$ cat src/rtl/sdf_pkg.sv
package sdf_pkg;
    typedef enum logic [1:0] {
        ST_POWERUP  = 2'd0,
        ST_ACTIVE   = 2'd1,
        ST_CLEARING = 2'd2,
        ST_PARKED   = 2'd3
    } ctl_state_e;

    typedef enum logic [1:0] {
        RNG_4_20 = 2'b00,
        RNG_0_20 = 2'b01,
        RNG_0_24 = 2'b10,
        RNG_VOLT = 2'b11
    } range_e;
endpackage

$ cat src/rtl/sdf_sync.sv
module sdf_sync #(
    parameter int WIDTH  = 1,
    parameter int STAGES = 2
) (
    input  logic             clk,
    input  logic             rst_n,
    input  logic [WIDTH-1:0] async_i,
    output logic [WIDTH-1:0] sync_o
);
    logic [WIDTH-1:0] stage_q [STAGES];

    generate
        for (genvar s = 0; s < STAGES; s++) begin : g_stage
            always_ff @(posedge clk or negedge rst_n) begin
                if (!rst_n) begin
                    stage_q[s] <= '0;
                end else if (s == 0) begin
                    stage_q[s] <= async_i;
                end else begin
                    stage_q[s] <= stage_q[(s == 0) ? 0 : s - 1];
                end
            end
        end
    endgenerate

    assign sync_o = stage_q[STAGES-1];
endmodule

$ cat src/rtl/sdf_edge.sv
module sdf_edge (
    input  logic clk,
    input  logic rst_n,
    input  logic level_i,
    output logic rise_o,
    output logic fall_o
);
    logic prev_q;

    always_ff @(posedge clk or negedge rst_n) begin
        if (!rst_n) begin
            prev_q <= 1'b0;
        end else begin
            prev_q <= level_i;
        end
    end

    assign rise_o = level_i & ~prev_q;
    assign fall_o = ~level_i & prev_q;
endmodule

$ cat src/rtl/sdf_shift.sv
module sdf_shift #(
    parameter int WORD_W = 16
) (
    input  logic              clk,
    input  logic              rst_n,
    input  logic              bit_i,
    input  logic              take_i,
    input  logic              emit_i,
    output logic [WORD_W-1:0] word_o,
    output logic              sdo_o
);
    logic [WORD_W-1:0] sreg_q;
    logic              pend_q;
    logic              sdo_q;

    always_ff @(posedge clk or negedge rst_n) begin
        if (!rst_n) begin
            sreg_q <= '0;
            pend_q <= 1'b0;
        end else if (take_i) begin
            sreg_q <= {sreg_q[WORD_W-2:0], bit_i};
            pend_q <= sreg_q[WORD_W-1];
        end
    end

    always_ff @(posedge clk or negedge rst_n) begin
        if (!rst_n) begin
            sdo_q <= 1'b0;
        end else if (emit_i) begin
            sdo_q <= pend_q;
        end
    end

    assign word_o = sreg_q;
    assign sdo_o  = sdo_q;
endmodule

$ cat src/rtl/sdf_ctrl.sv
module sdf_ctrl
    import sdf_pkg::*;
#(
    parameter int WORD_W = 16
) (
    input  logic              clk,
    input  logic              rst_n,
    input  logic              ld_evt_i,
    input  logic              clr_s_i,
    input  logic              clr_raw_i,
    input  logic [WORD_W-1:0] word_i,
    output logic [WORD_W-1:0] code_o
);
    localparam logic [WORD_W-1:0] MIN_CODE = '0;

    ctl_state_e        state_q, state_d;
    logic [WORD_W-1:0] hold_q;
    logic              load_ok;

    always_comb begin
        state_d = state_q;
        if (clr_s_i) begin
            state_d = ST_CLEARING;
        end else begin
            unique case (state_q)
                ST_POWERUP:  if (ld_evt_i) state_d = ST_ACTIVE;
                ST_ACTIVE:   state_d = ST_ACTIVE;
                ST_CLEARING: state_d = ST_PARKED;
                ST_PARKED:   if (ld_evt_i) state_d = ST_ACTIVE;
            endcase
        end
    end

    always_ff @(posedge clk or negedge rst_n) begin
        if (!rst_n) begin
            state_q <= ST_POWERUP;
        end else begin
            state_q <= state_d;
        end
    end

    assign load_ok = ld_evt_i && !clr_s_i && (state_q != ST_CLEARING);

    always_ff @(posedge clk or negedge rst_n) begin
        if (!rst_n) begin
            hold_q <= MIN_CODE;
        end else if (load_ok) begin
            hold_q <= word_i;
        end
    end

    always_comb begin
        if (clr_raw_i || state_q != ST_ACTIVE) begin
            code_o = MIN_CODE;
        end else begin
            code_o = hold_q;
        end
    end
endmodule

$ cat src/rtl/serial_dac_frontend.sv
module serial_dac_frontend #(
    parameter int WORD_W      = 16,
    parameter int SYNC_STAGES = 2,
    parameter int RANGE_W     = 2
) (
    input  logic               clk,
    input  logic               rst_n,
    input  logic               sclk_i,
    input  logic               sdi_i,
    input  logic               latch_i,
    input  logic               clear_i,
    input  logic [RANGE_W-1:0] range_i,
    output logic               sdo_o,
    output logic [WORD_W-1:0]  code_o,
    output logic [RANGE_W-1:0] range_o
);
    localparam int SYNC_W = 4 + RANGE_W;

    logic [SYNC_W-1:0] raw_in, syn_out;
    logic sclk_s, sdi_s, latch_s, clr_s;
    logic sclk_rise, sclk_fall, ld_evt, ld_fall_unused;
    logic [WORD_W-1:0] in_word;

    assign raw_in = {range_i, clear_i, latch_i, sdi_i, sclk_i};

    sdf_sync #(.WIDTH(SYNC_W), .STAGES(SYNC_STAGES)) sync_i (
        .clk(clk), .rst_n(rst_n), .async_i(raw_in), .sync_o(syn_out)
    );

    assign sclk_s  = syn_out[0];
    assign sdi_s   = syn_out[1];
    assign latch_s = syn_out[2];
    assign clr_s   = syn_out[3];
    assign range_o = syn_out[SYNC_W-1:4];

    sdf_edge sclk_edge_i (
        .clk(clk), .rst_n(rst_n), .level_i(sclk_s),
        .rise_o(sclk_rise), .fall_o(sclk_fall)
    );

    sdf_edge latch_edge_i (
        .clk(clk), .rst_n(rst_n), .level_i(latch_s),
        .rise_o(ld_evt), .fall_o(ld_fall_unused)
    );

    sdf_shift #(.WORD_W(WORD_W)) shift_i (
        .clk(clk), .rst_n(rst_n), .bit_i(sdi_s),
        .take_i(sclk_rise), .emit_i(sclk_fall),
        .word_o(in_word), .sdo_o(sdo_o)
    );

    sdf_ctrl #(.WORD_W(WORD_W)) ctrl_i (
        .clk(clk), .rst_n(rst_n), .ld_evt_i(ld_evt), .clr_s_i(clr_s),
        .clr_raw_i(clear_i), .word_i(in_word), .code_o(code_o)
    );
endmodule

$ cat config.mk
export PLATFORM = sky130hd
export DESIGN_NAME = serial_dac_frontend
export DESIGN_NICKNAME = d
export VERILOG_FILES = /design/src/rtl/sdf_pkg.sv /design/src/rtl/sdf_sync.sv /design/src/rtl/sdf_edge.sv /design/src/rtl/sdf_shift.sv /design/src/rtl/sdf_ctrl.sv /design/src/rtl/serial_dac_frontend.sv
export SDC_FILE = /design/constraint.sdc
export NUM_CORES = 1
export LEC_CHECK = 0
export ABC_AREA = 1
export BUFFER_PORTS_ARGS = -buffer_cell sky130_fd_sc_hd__clkbuf_2
export CAP_MARGIN = 20
export CORE_ASPECT_RATIO = 0.9
export CORE_UTILIZATION = 56
export DETAILED_ROUTE_END_ITERATION = 6
export PLACE_DENSITY = 0.86
export SLEW_MARGIN = 20
export SYNTH_ARGS = -nofsm -noshare
export SYNTH_HDL_FRONTEND = slang
export SYNTH_SLANG_ARGS = --single-unit
$ cat constraint.sdc
create_clock -name clk -period 1.6 [get_ports clk]
set_input_delay 0.4 -clock clk [delete_from_list [all_inputs] [get_ports clk]]
set_output_delay 0.4 -clock clk [all_outputs]
set_load 0.05 [all_outputs]
Yosys cells after proc, flatten, opt, wreduce, memory -nomap -nowiden
Cells that the tools add are included.
{"block": "word_totals", "regBits": 50, "wordCells": 31}
{"block": "classes", "eq_ne": 6, "n_mux": 4, "bitwise": 6, "reduce_logical": 6}
{"operator": "$mux W16", "count": 1}
{"operator": "$pmux W2 S3", "count": 1}
{"operator": "$eq A2 B2 Y1 const B", "count": 2}
{"operator": "$mux W2", "count": 2}
{"operator": "$and A1 B1 Y1", "count": 3}
{"operator": "$ne A3 B1 Y1 const B", "count": 1}
{"operator": "$not A1 Y1", "count": 3}
{"operator": "$eq A2 B1 Y1 const B", "count": 1}
{"operator": "$logic_and A1 B1 Y1", "count": 2}
{"operator": "$logic_not A2 Y1", "count": 1}
{"operator": "$ne A2 B1 Y1 const B", "count": 1}
{"operator": "$ne A2 B2 Y1 const B", "count": 1}
{"operator": "$reduce_or A2 Y1", "count": 1}
{"operator": "$logic_not A1 Y1", "count": 1}
{"operator": "$logic_or A1 B1 Y1", "count": 1}

Longest topological paths before layout
{"block": "depth", "word_depth": 5, "depth_mapped": 7, "ltp_nobuf": 7}

Modules after synthesis
From an unflattened synthesis, not the netlist that was laid out.
{"block": "hier_totals", "cells_unflattened": 227, "hier_area_um2": 2097.0}
{"module": "sdf_ctrl", "n_inst": 1, "cells_per_inst": 122, "area_each_um2": 910.9}
{"module": "sdf_shift", "n_inst": 1, "cells_per_inst": 77, "area_each_um2": 760.7}
{"module": "sdf_sync", "n_inst": 1, "cells_per_inst": 18, "area_each_um2": 345.3}
{"module": "sdf_edge", "n_inst": 2, "cells_per_inst": 5, "area_each_um2": 40.0}

Worst setup path before layout
No wires, ideal clock.
{"block": "synth_path", "path_kind": "reg2out", "from": "reg ctrl_i.state_q[1]", "to": "out code_o[0]", "arrival_ps": 1502, "t_required_ps": 1200, "path_slack_ps": -302, "stages_incl_launch_ff": 6, "path_buffers": 1, "cell_sequence": "dfrtp_1 inv_1 ha_1 nand2_1 buf_2 nor2_1"}
{"block": "synth_via", "elab_chain_cells": 3}
{"item": "start: declaration", "line": "sdf_ctrl.sv:16", "source": "ctl_state_e state_q, state_d;"}
{"item": "start signal: assignment", "line": "sdf_ctrl.sv:38", "source": "state_q <= state_d;"}
{"item": "$ne A2 B1 Y1", "line": "sdf_ctrl.sv:53", "source": "if (clr_raw_i || state_q != ST_ACTIVE) begin"}
{"item": "$logic_or A1 B1 Y1", "line": "sdf_ctrl.sv:53"}
{"item": "$mux W16", "line": "sdf_ctrl.sv:53"}
{"item": "end: declaration", "line": "serial_dac_frontend.sv:14", "source": "output logic [WORD_W-1:0] code_o,"}
No other way between the ends.

Worst setup path in the final report
{"block": "layout_path", "from": "reg ctrl_i.state_q[1]", "to": "out code_o[4]"}
The elaborated chain is that of the path after synthesis.

==> summary.md <==
| Metric | Value |
|---|---|
| Number of inserted diodes | `0` |
| Max cap viols | `0` |
| Clock H-tree levels | `2` |
| Place WS | `-0.0267 ns` |
| Tmin final | `approximately 1.8 ns` |
| DRC viols | `0` |
| First-pass GRT wire length | `~6300 µm` |
| Gr ovfl total | `0` |
| Setup crit end kind | `primary output` |
| Leak | `1.33 nW` |
| Status | `complete, but fails checks` |
| R2R Path End | `ctrl_i.hold_q[11]` |
| Final WS setup | `-0.202 ns` |
| Vias | `between 1,500 and 2,000` |
| Post-synth top area cell | `dfrtp_1` |
| Slew headroom | `65.1%` |
| Critical Path Source Type | `register` |
| WL final | `between 4000 and 5000 µm` |
| Worst slew pin tran | `between 0.5 and 0.6 ns` |
| Die height | `58.8 µm` |
| Sink Count | `50` |
| DIE WIDTH | `between 60 and 70 µm` |
| DR iter-0 viols | `approximately 120` |
| Fin nets | `~260` |
| Initial antenna violation count | `0` |
| Final setup fails | `16` |
| CP Class | `reg2out` |
| Layout cells sized above 1 | `roughly a quarter` |
| IO Pins | `27` |
| Synth cell types | `14` |
| FF+latch count, synth | `50` |
| Worst path required time | `about 1.2 ns` |
| Final std cells w/o fill | `293` |
| Clock skew | `approximately 0.005 ns` |
| Ys Warns | `0` |
| Syn Inst Count | `219` |
| Storage cell area | `roughly 1300 µm²` |
| Failing checks | `negative setup slack` |
| Reg clk slew, reported paths | `about 0.080 ns` |
| # hold bufs at CTS | `0` |
| Synth area leaders | `dfrtp_1, nand2_1, nand3_1` |
| Power per Cell Area | `~1300 nW/µm²` |
| Vias in the first global route | `roughly 1,400` |
| Area grow syn2layout | `30.5%` |
| Syn Nets | `229` |
| DR vias/cell | `about 5.4` |
| Total Power | `0.00333 W` |
| Initial core utilization | `58.9%` |
| VDD IR max | `0.753 mV` |
| CTS buffer count | `5` |
| Unrepaired setup endpoints after global routing | `yes` |
| Multi-input gate area | `just over 700 µm²` |
| R2r startpoint | `ctrl_i.state_q[1]` |
| Yosys top cell area share | `62.4%` |
| CTS root buf | `clkbuf_8` |
| WL/cell | `around 15 µm` |
| Pre-antenna DRT Iters | `4` |
| # rows | `20` |
| Post-synthesis sequential area ratio | `a little over three fifths` |
| Worst R2R Setup Slack | `around 0.18 ns` |
| Largest net degree at the start of global routing | `between 50 and 60` |
| Final hold slack | `~0.08 ns` |
| Worst Path Arrival | `1.40 ns` |
| Tcrit/Tclk final | `113%` |
| Largest fanout on the critical path | `8` |
| Fmax | `around 0.56 GHz` |
| CTS max path bufs | `2` |
| TritonCTS clock tree | `built` |
| Avg Inst Size Synth | `9.15 µm²` |
| # placed instances | `around 280` |
| Final hold violation count | `0` |
| Hold Crit Class | `in2async` |
| Core region area | `roughly 3400 µm²` |
| Slew Limit Fails | `0` |
| DP HPWL | `2260 µm` |
| Clk_lat worst skew | `0.29 ns` |
| GP Congestion | `0.760` |
| # port buffers | `26` |
| GRT Overall Usage | `between 20 and 25%` |
| Synth Cell Area | `approximately 2000 µm²` |
| R2R depth | `6` |
| Fill cells | `approximately 200` |
| Remaining antenna violation count | `0` |
| Die area | `3820 µm²` |
| Post-Route Utilization | `about three quarters` |
## stage by stage
step / area, µm² / setup TNS (ns)
after global placement: 2210 / 0
after detailed placement: 2210 / -0.0443
after global routing: 2620 / -3.80
after floorplan: 2030 / -1.94
after CTS: 2490 / -3.01
final: 2620 / -3.01
## worst max path at each step
stage / cells past startpoint / to / start
4_1_cts: 6 / code_o[9] / ctrl_i.state_q[1]
5_1_grt: 6 / code_o[4] / ctrl_i.state_q[1]
3_5_place_dp: 6 / code_o[9] / ctrl_i.state_q[1]
3_3_place_gp: 6 / code_o[8] / ctrl_i.state_q[1]
2_1_floorplan: 4 / code_o[10] / ctrl_i.state_q[1]
6_report: 6 / code_o[4] / ctrl_i.state_q[1]
## registers in the layout, summed over array words and instances, names as in the netlist
register / count
sync_i.sync_o: 6
sync_i.stage_q: 6
ctrl_i.state_q: 2
shift_i.sdo_o: 1
shift_i.word_o: 16
ctrl_i.hold_q: 16
shift_i.pend_q: 1
latch_edge_i.prev_q: 1
sclk_edge_i.prev_q: 1
## cells in the mapped netlist
master / instances
a21oi_1: 1
nand2_1: 74
buf_4: 3
nor2_4: 2
o21ai_1: 1
inv_2: 2
nor2_1: 19
buf_2: 6
inv_1: 22
dfrtp_1: 50
ha_1: 2
buf_6: 2
nand3_1: 34
nand2_4: 1
## worst max-delay path: stages (launching register included)
cell,delay [ns]
dfrtp_1,0.41
inv_2,0.07
ha_4,0.13
nand2_4,0.06
buf_12,0.15
nor2_2,0.13
buf_8,0.16
## timing repair
item                       4_1_cts  5_1_grt
gates resized for setup         39       32
cloned                           0        1
pin swaps                        0        4
setup buffers                    1        0
setup endpoints to repair       16       16
## power by group
part | leakage (nW) | internal (W) | switching (W)
sequential | 0.646 | 0.00149 | 0.000174
clock | 0.0573 | 0.000500 | 0.000382
combinational | 0.627 | 0.000277 | 0.000515
## cell families after synthesis
group                      Yosys count  share of synthesized area (%)
adders and majority gates            2                           1.25
buffers and inverters               35                           8.24
DFF                                 50                           62.4
and+or+nand+nor                    130                           27.6
AOI/OAI and AO/OA                    2                          0.499
## layout make-up
type / instances / share of cell area (%)
clock buffers: 6 / 3.16
clock inverters: 1 / 1.15
inverters: 24 / 3.44
multi-input cells: 134 / 27.3
flip-flops and latches: 50 / 47.8
well taps: 44 / 2.11
repair buffers: 34 / 15.0
## cell usage in the layout, fill, tap and decap left out, types with 3 or more instances in the layout
cell	instances
nand2_1	73
dfrtp_1	50
buf_4	5
nor2_2	3
nor2_4	15
nor2_1	3
inv_1	21
nand3_1	34
inv_2	3
clkbuf_8	6
buf_8	16
clkbuf_2	10
## layer usage
| layer | wire length, µm | global-route usage (%) | vias up |
|---|---|---|---|
| met2 | 2260 | 37.8 | 67 |
| met1 | 1690 | 29.2 | 782 |
| met3 | 236 | 4.84 | 12 |
| li1 | - | - | 725 |
| met4 | 84 | 7.45 | 0 |
| met5 | 0 | 0 | - |
(Power assumes the default switching activity.)
